$ cat config.mk
export PLATFORM = sky130hd
export DESIGN_NAME = zloop_ctrl
export DESIGN_NICKNAME = d
export VERILOG_FILES = /design/src/rtl/zloop_pkg.sv /design/src/rtl/zloop_datapath.sv /design/src/rtl/zloop_control.sv /design/src/rtl/zloop_ctrl.sv
export SDC_FILE = /design/constraint.sdc
export NUM_CORES = 1
export LEC_CHECK = 0
export BUFFER_PORTS_ARGS = -buffer_cell sky130_fd_sc_hd__buf_4
export CORE_MARGIN = 5
export CORE_UTILIZATION = 51
export DETAILED_ROUTE_END_ITERATION = 6
export PLACE_DENSITY = 0.82
export SETUP_SLACK_MARGIN = 0.05
export SLEW_MARGIN = 0
export SYNTH_ARGS = -nofsm -noshare
export SYNTH_HDL_FRONTEND = slang
export SYNTH_HIERARCHICAL = 1
export SYNTH_SLANG_ARGS = --single-unit
$ cat constraint.sdc
create_clock -name clk -period 3.25 [get_ports clk]
set_clock_uncertainty 0.1 [all_clocks]
set_input_delay 0.4875 -clock clk [delete_from_list [all_inputs] [get_ports clk]]
set_output_delay 0.4875 -clock clk [all_outputs]
set_load 0.01 [all_outputs]
$ cat src/rtl/zloop_pkg.sv
package zloop_pkg;
  localparam int LOOKAHEAD = 3;   // instructions from detection to final
  localparam int MAX_SHORT = 3;   // longest loop encoded by the flags

  typedef enum logic [1:0] {
    SZ_LONG  = 2'b00,
    SZ_ONE   = 2'b01,
    SZ_TWO   = 2'b10,
    SZ_THREE = 2'b11
  } loopSize_e;

  typedef struct packed {
    logic decCount;
    logic clearCount;
    logic redirect;
  } loopCtrl_t;
endpackage

$ cat src/rtl/zloop_datapath.sv
module zloop_datapath
  import zloop_pkg::*;
#(
  parameter int ADDR_W      = 32,
  parameter int CNT_W       = 12,
  parameter int INSTR_BYTES = 2,
  parameter int PC_AHEAD    = 4
) (
  input  logic              clk,
  input  logic              rstN,
  input  logic              startWrEn,
  input  logic              endWrEn,
  input  logic              countWrEn,
  input  logic [ADDR_W-1:0] wrAddr,
  input  logic [CNT_W-1:0]  countWrData,
  input  logic [ADDR_W-1:0] retirePc,
  input  loopCtrl_t         ctrl,
  output logic              endMatch,
  output logic              countNonZero,
  output logic              countGeTwo,
  output loopSize_e         sizeFlags,
  output logic [CNT_W-1:0]  count,
  output logic [ADDR_W-1:0] target
);
  localparam logic [ADDR_W-1:0] STEP  = ADDR_W'(INSTR_BYTES);
  localparam logic [ADDR_W-1:0] AHEAD = ADDR_W'(PC_AHEAD);

  logic [ADDR_W-1:0] startReg;
  logic [ADDR_W-1:0] endReg;
  logic [ADDR_W-1:0] span;
  loopSize_e         derived;

  assign span = endReg - startReg;

  // Short loops store start = end + N*step, so span is -N*step.
  always_comb begin
    derived = SZ_LONG;
    for (int k = 1; k <= MAX_SHORT; k++) begin
      if (span == ADDR_W'(0) - ADDR_W'(k * INSTR_BYTES)) derived = loopSize_e'(k);
    end
  end

  always_ff @(posedge clk) begin
    if (!rstN) begin
      startReg  <= '0;
      endReg    <= '0;
      count     <= '0;
      sizeFlags <= SZ_LONG;
    end else begin
      if (startWrEn) startReg <= wrAddr;
      if (endWrEn)   endReg   <= wrAddr;
      if (countWrEn) begin
        count     <= countWrData;
        sizeFlags <= derived;
      end else if (ctrl.decCount) begin
        count <= count - CNT_W'(1);
      end else if (ctrl.clearCount) begin
        count <= '0;
      end
    end
  end

  assign endMatch     = (retirePc == endReg);
  assign countNonZero = (count != '0);
  assign countGeTwo   = (count >= CNT_W'(2));
  assign target       = (sizeFlags == SZ_LONG) ? startReg : (endReg - AHEAD + STEP);
endmodule

$ cat src/rtl/zloop_control.sv
module zloop_control
  import zloop_pkg::*;
(
  input  logic      clk,
  input  logic      rstN,
  input  logic      countWrEn,
  input  logic      retireValid,
  input  logic      retireBranch,
  input  logic      endMatch,
  input  logic      countNonZero,
  input  logic      countGeTwo,
  input  loopSize_e sizeFlags,
  output loopCtrl_t ctrl
);
  logic       armed;
  logic [1:0] stepsLeft;
  logic [1:0] stepsLoad;
  logic       goodRetire;
  logic       finalStep;

  assign stepsLoad  = (sizeFlags == SZ_LONG) ? 2'(LOOKAHEAD) : 2'(sizeFlags);
  assign goodRetire = retireValid && !retireBranch;
  assign finalStep  = armed && goodRetire && (stepsLeft == 2'd1);

  always_comb begin
    ctrl.redirect   = finalStep && countGeTwo;
    ctrl.decCount   = finalStep && countGeTwo;
    ctrl.clearCount = finalStep && !countGeTwo;
  end

  always_ff @(posedge clk) begin
    if (!rstN) begin
      armed     <= 1'b0;
      stepsLeft <= 2'd0;
    end else if (countWrEn) begin
      armed <= 1'b0;
    end else if (retireValid && retireBranch) begin
      armed <= 1'b0;
    end else if (goodRetire) begin
      if (armed) begin
        if (stepsLeft == 2'd1) begin
          // Short loops never re-run their detection instruction: re-arm here.
          if (countGeTwo && sizeFlags != SZ_LONG) stepsLeft <= stepsLoad;
          else armed <= 1'b0;
        end else begin
          stepsLeft <= stepsLeft - 2'd1;
        end
      end else if (endMatch && countNonZero) begin
        armed     <= 1'b1;
        stepsLeft <= stepsLoad;
      end
    end
  end
endmodule

$ cat src/rtl/zloop_ctrl.sv
module zloop_ctrl
  import zloop_pkg::*;
#(
  parameter int ADDR_W      = 32,
  parameter int CNT_W       = 12,
  parameter int INSTR_BYTES = 2,
  parameter int PC_AHEAD    = 4
) (
  input  logic              clk,
  input  logic              rstN,
  input  logic              startWrEn,
  input  logic              endWrEn,
  input  logic              countWrEn,
  input  logic [ADDR_W-1:0] wrAddr,
  input  logic [CNT_W-1:0]  countWrData,
  input  logic              retireValid,
  input  logic [ADDR_W-1:0] retirePc,
  input  logic              retireBranch,
  output logic              redirectValid,
  output logic [ADDR_W-1:0] redirectTarget,
  output logic [CNT_W-1:0]  repeatCount,
  output logic [1:0]        repeatFlags
);
  loopCtrl_t ctrl;
  loopSize_e sizeFlags;
  logic      endMatch;
  logic      countNonZero;
  logic      countGeTwo;

  zloop_datapath #(
    .ADDR_W(ADDR_W), .CNT_W(CNT_W), .INSTR_BYTES(INSTR_BYTES), .PC_AHEAD(PC_AHEAD)
  ) u_datapath (
    .clk(clk), .rstN(rstN),
    .startWrEn(startWrEn), .endWrEn(endWrEn), .countWrEn(countWrEn),
    .wrAddr(wrAddr), .countWrData(countWrData), .retirePc(retirePc),
    .ctrl(ctrl), .endMatch(endMatch), .countNonZero(countNonZero),
    .countGeTwo(countGeTwo), .sizeFlags(sizeFlags), .count(repeatCount),
    .target(redirectTarget)
  );

  zloop_control u_control (
    .clk(clk), .rstN(rstN), .countWrEn(countWrEn),
    .retireValid(retireValid), .retireBranch(retireBranch),
    .endMatch(endMatch), .countNonZero(countNonZero), .countGeTwo(countGeTwo),
    .sizeFlags(sizeFlags), .ctrl(ctrl)
  );

  assign redirectValid = ctrl.redirect;
  assign repeatFlags   = sizeFlags;
endmodule

==> Word-level counts from Yosys, hierarchy flattened <==
Cells that the tools add are included.
{ "word_totals": {"out_inout_bits": 47, "input_bits": 83, "reg_bits": 81, "word_cells": 54} }
{ "op_classes": {"n_mux": 16, "order_cmp": 1, "reduce_logical": 17, "n_eq_ne": 6, "bitwise_logic": 3, "addsub": 5} }
{ "op_table": {"columns": ["op", "n"], "rows": [
  ["$eq A32 B32 Y1 const B", 3],
  ["$mux W12", 3],
  ["$add A32 B2 Y32 const B", 1],
  ["$eq A32 B32 Y1", 1],
  ["$mux W32", 1],
  ["$sub A32 B3 Y32 const B", 1],
  ["$sub A32 B32 Y32", 1],
  ["$mux W2", 7],
  ["$ge A12 B2 Y1 const B", 1],
  ["$reduce_bool A12 Y1", 1],
  ["$sub A12 B1 Y12 const B", 1],
  ["$logic_and A1 B1 Y1", 8],
  ["$mux W1", 5],
  ["$reduce_and A5 Y1", 1],
  ["$reduce_bool A2 Y1", 2],
  ["$ne A3 B3 Y1 const B", 1],
  ["$not A1 Y1", 3],
  ["$reduce_bool A3 Y1", 1],
  ["$reduce_or A3 Y1", 1],
  ["$eq A2 B1 Y1 const B", 1],
  ["$logic_not A1 Y1", 2],
  ["$logic_not A2 Y1", 1],
  ["$sub A2 B1 Y2 const B", 1]
]} }

==> Depth between registers and ports, before layout <==
Gate-level depths: netlist of run 1.
{ "logic_depth": {"depth_word": 8, "depth_mapped": 13} }

==> Modules after synthesis <==
The synthesis of run 1 kept the hierarchy.
{ "modules_own_cells": {"columns": ["mod", "seq_area_each_um2", "cells_per_inst", "instances", "area_per_inst_um2"], "rows": [
  ["zloop_datapath", 1561.5, 835, 1, 6536.3],
  ["zloop_control", 60.1, 29, 1, 222.7]
]} }

==> Least setup slack after synthesis of run 1 <==
No wires, ideal clock.
{ "synth_path": {"kind": "register to output", "startpoint": "reg u_datapath.endReg[8]", "endpoint": "out redirectTarget[29]", "t_arrival_ns": 2.902, "path_stages_with_launch": 12, "path_buffers": 1, "path_slack_ns": -0.240, "cell_sequence": "dfxtp_1 > buf_2 > or4_4 > nor3_2 > nand3_1 > or4_4 > or4_4 > nor4_4 > nand2_2 > nor3_2 > xnor2_1 > a21oi_1"} }
{ "synth_via": {"elab_chain_cells": 3} }
{ "synth_rtl": {"columns": ["item", "line", "source"], "rows": [
  ["start, declared", "zloop_datapath.sv:29", "logic [ADDR_W-1:0] endReg;"],
  ["start signal, assigned", "zloop_datapath.sv:51", "if (endWrEn) endReg <= wrAddr;"],
  ["$sub A32 B3 Y32", "zloop_datapath.sv:66", "assign target = (sizeFlags == SZ_LONG) ? startReg : (endReg - AHEAD + STEP);"],
  ["$add A32 B2 Y32", "zloop_datapath.sv:66", null],
  ["$mux W32", "zloop_datapath.sv:66", null],
  ["end, declared", "zloop_ctrl.sv:20", "output logic [ADDR_W-1:0] redirectTarget,"]
]} }
No other way between the ends.

==> Worst setup path in the final report of run 1 <==
{ "layout_path": {"startpoint": "reg u_datapath.endReg[3]", "endpoint": "out redirectTarget[31]"} }
Same word-level chain as after synthesis.

==> impl_metrics.prom, run 1 <==
# TYPE chip_impl_metric gauge
chip_impl_metric{name="first_global_vias",unit=""} 7141
chip_impl_metric{name="use_met2",unit=""} 0.461
chip_impl_metric{name="drt_first_pass_iters",unit=""} 7
chip_impl_metric{name="vdd_drop_max",unit="mV"} 0.310
chip_impl_metric{name="final.setup.worst_slack",unit="ns"} -0.704
chip_impl_metric{name="grt_max_degree",unit=""} 83
chip_impl_metric{name="grt-ovfl-total",unit=""} 0
chip_impl_metric{name="avgSynthCellArea",unit="um2"} 7.82
chip_impl_metric{name="final_min_period_over_clock_period",unit=""} 1.22
chip_impl_metric{name="i_o_pin_total",unit=""} 130
chip_impl_info{name="hold_class",value="primary input to flip-flop"} 1
chip_impl_metric{name="routed_wire_length_per_instance",unit="um"} 18.6
chip_impl_metric{name="drtIter0Drc",unit=""} 650
chip_impl_metric{name="drt-vias-per-instance",unit=""} 5.86
chip_impl_metric{name="hpwlAfterDp",unit="mm"} 17.1
chip_impl_metric{name="compound_gate_portion_of_the_synthesized_area",unit=""} 0.170
chip_impl_metric{name="critPathBufInv",unit=""} 1
chip_impl_metric{name="cts_made_buffers",unit=""} 9
chip_impl_info{name="grt_most_used_layer",value="met2"} 1
chip_impl_metric{name="totalWireLength",unit="mm"} 23.0
chip_impl_metric{name="final_period_minus_worst_setup_slack",unit="ns"} 3.95
chip_impl_metric{name="static-leakage-power",unit="nW"} 4.16
chip_impl_metric{name="tritoncts_num_sinks",unit=""} 81
chip_impl_metric{name="clk_path_buf_depth",unit=""} 2
chip_impl_metric{name="cp_data_required_time",unit="ns"} 2.66
chip_impl_metric{name="initial_antenna_violation_count",unit=""} 0
chip_impl_metric{name="synthDistinctLibCells",unit=""} 66
chip_impl_info{name="crit_type",value="flip-flop to output port"} 1
chip_impl_info{name="largest_family_of_logic_cells_by_synthesized_area",value="simple AND/OR/NAND/NOR gates"} 1
chip_impl_metric{name="synth-edff-count",unit=""} 0
chip_impl_metric{name="finalHoldViolations",unit=""} 0
chip_impl_metric{name="maxSlewViolCount",unit=""} 0
chip_impl_info{name="synth_ff_type",value="sky130_fd_sc_hd__dfxtp_1"} 1
chip_impl_metric{name="post_synth_mux_area_share",unit=""} 0.102
chip_impl_metric{name="clock_insertion_delay_at_the_later_pin_of_the_skew_report",unit="ns"} 0.35
chip_impl_info{name="outcome",value="finished, violations left"} 1
chip_impl_metric{name="met3_track_demand_over_resource",unit=""} 0.0256
chip_impl_info{name="tritoncts_clock_tree",value="built"} 1
chip_impl_metric{name="dr_total_vias",unit=""} 7233
chip_impl_metric{name="gp_congestion",unit=""} 0.962
chip_impl_metric{name="ys_seq_elements",unit=""} 81
chip_impl_info{name="failed_checks",value="design-rule violations, negative setup slack"} 1
chip_impl_metric{name="synthAdderAreaFrac",unit=""} 0.0696
chip_impl_metric{name="timing.fmax",unit="GHz"} 0.253
chip_impl_metric{name="fp.coreArea",unit="um2"} 13100
chip_impl_metric{name="synth_top_cell_area_share",unit=""} 0.240
chip_impl_metric{name="finalSetupViolations",unit=""} 14
chip_impl_metric{name="rows",unit=""} 42
chip_impl_info{name="setup.worst_path.start_class",value="flip-flop"} 1
chip_impl_info{name="rsz0062_at_grt",value="true"} 1
chip_impl_metric{name="postRouteAntennaNets",unit=""} 0
chip_impl_metric{name="grt_pass1_wl",unit="mm"} 36.4
chip_impl_metric{name="tightestPinTransition",unit="ns"} 0.688
chip_impl_metric{name="groute.layer.met1.usage",unit=""} 0.375
chip_impl_metric{name="antenna-diode-count",unit=""} 0
chip_impl_metric{name="cellPowerDensity",unit="nW/um2"} 417
chip_impl_metric{name="fp.dieW",unit="um"} 125
chip_impl_metric{name="die_area",unit="um2"} 15700
chip_impl_metric{name="syn-instance-count",unit=""} 864
chip_impl_metric{name="synthArstFlopShare",unit=""} 0
chip_impl_metric{name="total_nets_final",unit=""} 1174
chip_impl_info{name="critical_path.top_delay_family",value="simple AND/OR/NAND/NOR gates"} 1
chip_impl_metric{name="clkTransAtPathRegs",unit="ns"} 0.07
chip_impl_metric{name="ff2ff_setup_slack",unit="ns"} 0.11
chip_impl_metric{name="initial_utilization",unit=""} 0.514
chip_impl_metric{name="critPathArrivalTime",unit="ns"} 3.37
chip_impl_metric{name="post_route_cells_drive_above_1_share",unit=""} 0.303
chip_impl_metric{name="post_synth_and_or_nand_nor_area_fraction",unit=""} 0.265
chip_impl_metric{name="worst_hold_slack",unit="ns"} 0.299
chip_impl_info{name="netlist_top_cells_area",value="sky130_fd_sc_hd__dfxtp_1 (24%), sky130_fd_sc_hd__mux2i_1 (10%), sky130_fd_sc_hd__nor2b_1 (7.5%), sky130_fd_sc_hd__xor2_1 (6.9%), sky130_fd_sc_hd__ha_1 (6.7%)"} 1
chip_impl_info{name="synth_commonest_cells",value="sky130_fd_sc_hd__dfxtp_1 (81), sky130_fd_sc_hd__nor2b_1 (81), sky130_fd_sc_hd__nor2_1 (76)"} 1
chip_impl_metric{name="layout.filler_cells",unit=""} 1013
chip_impl_info{name="path_common_cell",value="sky130_fd_sc_hd__or4_4"} 1
chip_impl_metric{name="die_height",unit="um"} 125
chip_impl_info{name="clock-root-buffer",value="sky130_fd_sc_hd__clkbuf_16"} 1
chip_impl_metric{name="drt_drc_violations_left",unit=""} 2
chip_impl_metric{name="worst_path_largest_cell_delay",unit="ns"} 0.56
chip_impl_metric{name="yosysSeqAreaShare",unit=""} 0.240
chip_impl_metric{name="htree_num_levels",unit=""} 3
chip_impl_metric{name="yosys_warnings",unit=""} 6
chip_impl_metric{name="synth_xor_area_frac",unit=""} 0.0985
chip_impl_metric{name="mappedNetlistArea",unit="um2"} 6760
chip_impl_metric{name="drv_cap",unit=""} 0
chip_impl_metric{name="placement.io_buffers",unit=""} 129
chip_impl_info{name="setup.worst_path.end_class",value="output port"} 1
chip_impl_metric{name="tns",unit="ns"} -7.46
chip_impl_info{name="crit_chain",value="or4_4 -> nor2_1 -> nand3_1 -> or4_4 -> or4_4 -> nor4_4 -> nand2_2 -> nor2_1 -> xnor2_1 -> a21oi_2 -> buf_4"} 1
chip_impl_metric{name="synthesized_nets",unit=""} 984
chip_impl_metric{name="crit_path_max_fanout",unit=""} 3
chip_impl_metric{name="worst_slew_margin_rel",unit=""} 0.542
chip_impl_metric{name="grt_use_total",unit=""} 0.282
chip_impl_metric{name="area.growth.synth_to_final",unit="%"} 36.0
chip_impl_info{name="netlist.top_cell.by_area",value="sky130_fd_sc_hd__dfxtp_1"} 1
chip_impl_info{name="cp_slowest_cell",value="sky130_fd_sc_hd__or4_4"} 1
## cells by family (layout without fill, tap and decap cells)
kind of cell,Yosys count,count (layout)
flops,81,81
simple gates,324,324
buf+inv,95,290
fa+ha+maj,37,37
mux,69,69
xor+xnor,76,76
compound gates,182,182
## placed cells by master, fill, tap and decap left out, drive strengths merged, types with 5 or more instances in the layout
master    n
buf     229
nor2b    81
dfxtp    81
nor2     76
mux2i    68
a21oi    65
xor2     53
nand2    49
inv      46
o21ai    39
ha       36
nor3     26
xnor2    23
nor4     17
nand3    13
nand4    12
a21o     11
or4      11
clkbuf   10
a31oi     9
nand2b    7
or3       6
a222oi    6
and3      6
and2      5
## per-stage QoR
stage / utilization / setup WS, ns / area, um2 / std cells / power, mW
after floorplan: - / -0.198 / 6810 / 864 / 1.91
after global placement: 0.646 / -0.243 / 8490 / 1210 / 2.41
after detailed placement: 0.646 / -0.347 / 8490 / 1210 / 2.43
after CTS: 0.680 / -0.703 / 8940 / 1228 / 3.74
after global routing: 0.700 / -0.838 / 9190 / 1235 / 4.02
final: 0.700 / -0.704 / 9190 / 1235 / 3.83
## what timing repair did
item	in CTS	in global routing
hold buffers	0	0
endpoints found under the hold margin	0	0
setup endpoints to repair	16	20
resized for setup	14	51
pin swaps	12	22
setup buffers	2	8
## power breakdown
part           leakage (nW)  total, mW  internal [mW]  switching, mW
clock network         0.183       1.29          0.854          0.439
logic                  3.31       1.44          0.677          0.761
registers             0.670       1.10           1.05         0.0523
## cell type report
class                      instances  area (um2)  area share
clock buffer                      10         239      0.0260
clock inverter                     6         138      0.0150
inverter                          45         169      0.0184
multi-input combinational        688        5050       0.550
sequential                        81        1630       0.177
tap                              176         220      0.0240
timing repair buffer             229        1750       0.190
## registers in the layout (all words and copies together), names as in the netlist
| signal | count |
|---|---|
| u_datapath/endReg | 32 |
| u_datapath/startReg | 32 |
| u_datapath/count | 12 |
| u_control/stepsLeft | 2 |
| u_datapath/sizeFlags | 2 |
| u_control/armed | 1 |
## layer usage
| layer | vias up | share of wire |
|---|---|---|
| met5 | - | 0 |
| met4 | 0 | 0.038 |
| met3 | 59 | 0.060 |
| met2 | 311 | 0.48 |
| met1 | 3419 | 0.42 |
| li1 | 3444 | - |
## worst register-to-register path, stage by stage (launching register included)
cell and delay, ns:
sky130_fd_sc_hd__dfxtp_1 0.31, sky130_fd_sc_hd__buf_4 0.16, sky130_fd_sc_hd__ha_1 0.37, sky130_fd_sc_hd__a21o_1 0.21
sky130_fd_sc_hd__a31oi_1 0.21, sky130_fd_sc_hd__a21oi_1 0.16, sky130_fd_sc_hd__buf_4 0.17, sky130_fd_sc_hd__a211o_1 0.30
sky130_fd_sc_hd__a21oi_2 0.19, sky130_fd_sc_hd__xnor2_1 0.14, sky130_fd_sc_hd__nand2_1 0.08, sky130_fd_sc_hd__nor4_2 0.28
sky130_fd_sc_hd__nand4_1 0.23, sky130_fd_sc_hd__o21ai_1 0.17
## path summary, 6_finish.rpt
kind	endpoint	depth (start not counted)	startpoint
hold reg to reg	u_control/stepsLeft[1]$_SDFFE_PN0P_	2	u_control/stepsLeft[1]$_SDFFE_PN0P_
setup reg to reg	u_datapath/sizeFlags[1]$_SDFFE_PN0P_	13	u_datapath/endReg[4]$_SDFFE_PN0P_
hold / removal	u_datapath/count[1]$_SDFFE_PN0P_	3	countWrData[1]
setup / recovery	redirectTarget[31]	11	u_datapath/endReg[3]$_SDFFE_PN0P_
No activity file was read; power rests on OpenSTA's default activity.
==> run 2, diff against run 1 <==
CELL_PAD_IN_SITES_DETAIL_PLACEMENT = 0   (was not set)
CELL_PAD_IN_SITES_GLOBAL_PLACEMENT = 1   (was not set)
CORE_UTILIZATION = 38   (was 51)
CTS_CLUSTER_SIZE = 28   (was not set)
PLACE_DENSITY = 0.84   (was 0.82)
==> run 2 against run 1 <==
Compared with the run above:
- the flow finishes with violations (negative setup slack)
- clock-buffer cell count is 2 higher
- critical path depth unchanged
- global-route usage down 5.5 points
- register-to-register slack hardly changed
- critical path type unchanged
==> impl_metrics.prom, run 2 (synthesis gave the netlist of run 1 again) <==
# TYPE chip_impl_metric gauge
chip_impl_metric{name="timing.fmax",unit="GHz"} 0.257
chip_impl_info{name="layout_common_cells",value="sky130_fd_sc_hd__buf_4 (242), sky130_fd_sc_hd__nor2b_1 (79), sky130_fd_sc_hd__nor2_1 (72)"} 1
chip_impl_metric{name="die_area",unit="um2"} 20600
chip_impl_metric{name="detailroute.wirelength.met2",unit="mm"} 11.0
chip_impl_metric{name="grt_max_degree",unit=""} 83
chip_impl_info{name="hold_class",value="primary input to flip-flop"} 1
chip_impl_metric{name="final_period_minus_worst_setup_slack",unit="ns"} 3.90
chip_impl_info{name="layout_top_registers",value="u_datapath/endReg: 32 flops, u_datapath/startReg: 32 flops, u_datapath/count: 12 flops"} 1
chip_impl_metric{name="crit_path_max_fanout",unit=""} 3
chip_impl_metric{name="clkTransAtPathRegs",unit="ns"} 0.06
chip_impl_metric{name="dr_total_vias",unit=""} 7052
chip_impl_metric{name="antenna-diode-count",unit=""} 0
chip_impl_info{name="failed_checks",value="negative setup slack"} 1
chip_impl_info{name="clock-root-buffer",value="sky130_fd_sc_hd__clkbuf_16"} 1
chip_impl_metric{name="fp.dieW",unit="um"} 143
chip_impl_metric{name="clk_path_buf_depth",unit=""} 2
chip_impl_metric{name="rows",unit=""} 48
chip_impl_metric{name="clock_insertion_delay_at_the_later_pin_of_the_skew_report",unit="ns"} 0.35
chip_impl_metric{name="cts_made_buffers",unit=""} 9
chip_impl_metric{name="p_comb_frac",unit=""} 0.401
chip_impl_metric{name="finalCoreUtilization",unit=""} 0.543
chip_impl_metric{name="detailroute.wirelength.met3",unit="mm"} 1.22
chip_impl_metric{name="initial_utilization",unit=""} 0.389
chip_impl_metric{name="tns",unit="ns"} -6.49
chip_impl_metric{name="grt_use_total",unit=""} 0.227
chip_impl_metric{name="drt-met1-wl",unit="mm"} 10.4
chip_impl_metric{name="final_min_period_over_clock_period",unit=""} 1.20
chip_impl_metric{name="first_global_vias",unit=""} 7059
chip_impl_metric{name="tightestPinTransition",unit="ns"} 0.724
chip_impl_info{name="tritoncts_clock_tree",value="built"} 1
chip_impl_info{name="crit_type",value="flip-flop to output port"} 1
chip_impl_metric{name="placement.io_buffers",unit=""} 129
chip_impl_metric{name="static-leakage-power",unit="nW"} 4.26
chip_impl_metric{name="critPathArrivalTime",unit="ns"} 3.31
chip_impl_metric{name="drv_cap",unit=""} 0
chip_impl_metric{name="maxSlewViolCount",unit=""} 0
chip_impl_metric{name="vdd_drop_max",unit="mV"} 0.246
chip_impl_metric{name="drt_first_pass_iters",unit=""} 7
chip_impl_metric{name="die_height",unit="um"} 143
chip_impl_metric{name="post_route_cells_drive_above_1_share",unit=""} 0.329
chip_impl_metric{name="fin_total_pwr",unit="mW"} 3.71
chip_impl_metric{name="i_o_pin_total",unit=""} 130
chip_impl_metric{name="gp_congestion",unit=""} 0.934
chip_impl_metric{name="routed_wire_length_per_instance",unit="um"} 18.0
chip_impl_metric{name="drt-vias-per-instance",unit=""} 5.41
chip_impl_metric{name="cp_data_required_time",unit="ns"} 2.66
chip_impl_metric{name="power.net_switching",unit="mW"} 1.25
chip_impl_metric{name="total_nets_final",unit=""} 1194
chip_impl_metric{name="power_switching_share",unit=""} 0.337
chip_impl_metric{name="htree_num_levels",unit=""} 3
chip_impl_metric{name="area.growth.synth_to_final",unit="%"} 39.5
chip_impl_metric{name="grt-ovfl-total",unit=""} 0
chip_impl_metric{name="cellPowerDensity",unit="nW/um2"} 394
chip_impl_metric{name="postRouteAntennaNets",unit=""} 0
chip_impl_metric{name="drt_drc_violations_left",unit=""} 0
chip_impl_info{name="routed.top_layer",value="met4"} 1
chip_impl_metric{name="intPower",unit="mW"} 2.46
chip_impl_metric{name="cell_area_placed",unit="um2"} 8650
chip_impl_metric{name="finalHoldViolations",unit=""} 0
chip_impl_metric{name="totalWireLength",unit="mm"} 23.4
chip_impl_metric{name="hpwlAfterDp",unit="mm"} 18.1
chip_impl_info{name="rsz0062_at_grt",value="true"} 1
chip_impl_metric{name="power_frac_clock",unit=""} 0.303
chip_impl_metric{name="fp.coreArea",unit="um2"} 17400
chip_impl_metric{name="holdBufCountCts",unit=""} 0
chip_impl_metric{name="final.setup.worst_slack",unit="ns"} -0.647
chip_impl_info{name="setup.worst_path.end_class",value="output port"} 1
chip_impl_metric{name="worst_slew_margin_rel",unit=""} 0.513
chip_impl_info{name="commonest_non_fill_non_tap_cell_in_the_layout",value="sky130_fd_sc_hd__buf_4"} 1
chip_impl_metric{name="fin_area",unit="um2"} 9430
chip_impl_info{name="outcome",value="finished, violations left"} 1
chip_impl_metric{name="finalSetupViolations",unit=""} 13
chip_impl_metric{name="tritoncts_num_sinks",unit=""} 81
chip_impl_info{name="setup.worst_path.start_class",value="flip-flop"} 1
chip_impl_metric{name="sequentialPowerShare",unit=""} 0.296
chip_impl_metric{name="drtIter0Drc",unit=""} 467
chip_impl_metric{name="initial_antenna_violation_count",unit=""} 0
chip_impl_metric{name="grt_pass1_wl",unit="mm"} 36.8
-- run 2: cell types whose count changed in the layout (fill, tap and decap cells not counted), moves of 3 or more --
| cell | previous run | this run |
|---|---|---|
| sky130_fd_sc_hd__xnor2_2 | 1 | 4 |
| sky130_fd_sc_hd__dfxtp_2 | 5 | 10 |
| sky130_fd_sc_hd__buf_4 | 224 | 242 |
| sky130_fd_sc_hd__xnor2_1 | 22 | 19 |
| sky130_fd_sc_hd__dfxtp_1 | 76 | 71 |
-- run 2: metal layers --
metal,up-vias,track usage
li1,3473,-
met1,3319,0.299
met2,216,0.374
met3,44,0.0339
met4,0,0.0872
met5,-,0
-- run 2: power groups by stage --
stage               Clock (mW)  Combinational [mW]  Sequential (mW)
CTS                       1.16                1.44             1.10
global placement             0                1.35             1.12
detailed placement           0                1.35             1.12
finish                    1.13                1.49             1.10
global route              1.19                1.61             1.11
floorplan                    0               0.785             1.13
-- run 2: critical path: stages (launching register included) --
cell,delay (ns)
sky130_fd_sc_hd__dfxtp_2,0.32
sky130_fd_sc_hd__or4_4,0.54
sky130_fd_sc_hd__nor3_4,0.17
sky130_fd_sc_hd__nand3_2,0.11
sky130_fd_sc_hd__or4_4,0.44
sky130_fd_sc_hd__or4_4,0.47
sky130_fd_sc_hd__nor4_4,0.20
sky130_fd_sc_hd__nand2_2,0.14
sky130_fd_sc_hd__buf_6,0.18
sky130_fd_sc_hd__xor2_2,0.15
sky130_fd_sc_hd__a21oi_2,0.13
sky130_fd_sc_hd__buf_4,0.12
-- run 2: cell type report --
class | instances | area [um2]
Multi-Input combinational cell | 688 | 5120
Clock buffer | 12 | 246
Sequential cell | 81 | 1630
Inverter | 45 | 169
Timing Repair Buffer | 249 | 1900
Clock inverter | 4 | 76.3
Fill cell | 1652 | 7930
Tap cell | 225 | 282
-- run 2: worst paths after layout --
| check | end | slack (ns) | cells past startpoint | start |
|---|---|---|---|---|
| max | redirectTarget[27] | -0.65 | 11 | u_datapath/endReg[8]$_SDFFE_PN0P_ |
| min | u_datapath/count[1]$_SDFFE_PN0P_ | 0.30 | 3 | countWrData[1] |
| max reg2reg | u_datapath/sizeFlags[0]$_SDFFE_PN0P_ | 0.12 | 12 | u_datapath/endReg[10]$_SDFFE_PN0P_ |
| min reg2reg | u_control/stepsLeft[1]$_SDFFE_PN0P_ | 0.38 | 2 | u_control/stepsLeft[1]$_SDFFE_PN0P_ |
-- run 2: what timing repair did --
action	CTS	global route
resized for setup	25	59
buffers inserted	25	8
setup endpoints to repair	17	23
pin swaps	15	26
cloned	0	0
-- run 2: through the flow --
step           worst slack [ns]  hold slack [ns]  std cells
6_report                 -0.647            0.300       1304
5_1_grt                  -0.793            0.313       1304
4_1_cts                  -0.619            0.297       1314
3_5_place_dp             -0.260            0.379       1273
3_3_place_gp             -0.207            0.353       1273
2_1_floorplan            -0.198            0.338        864
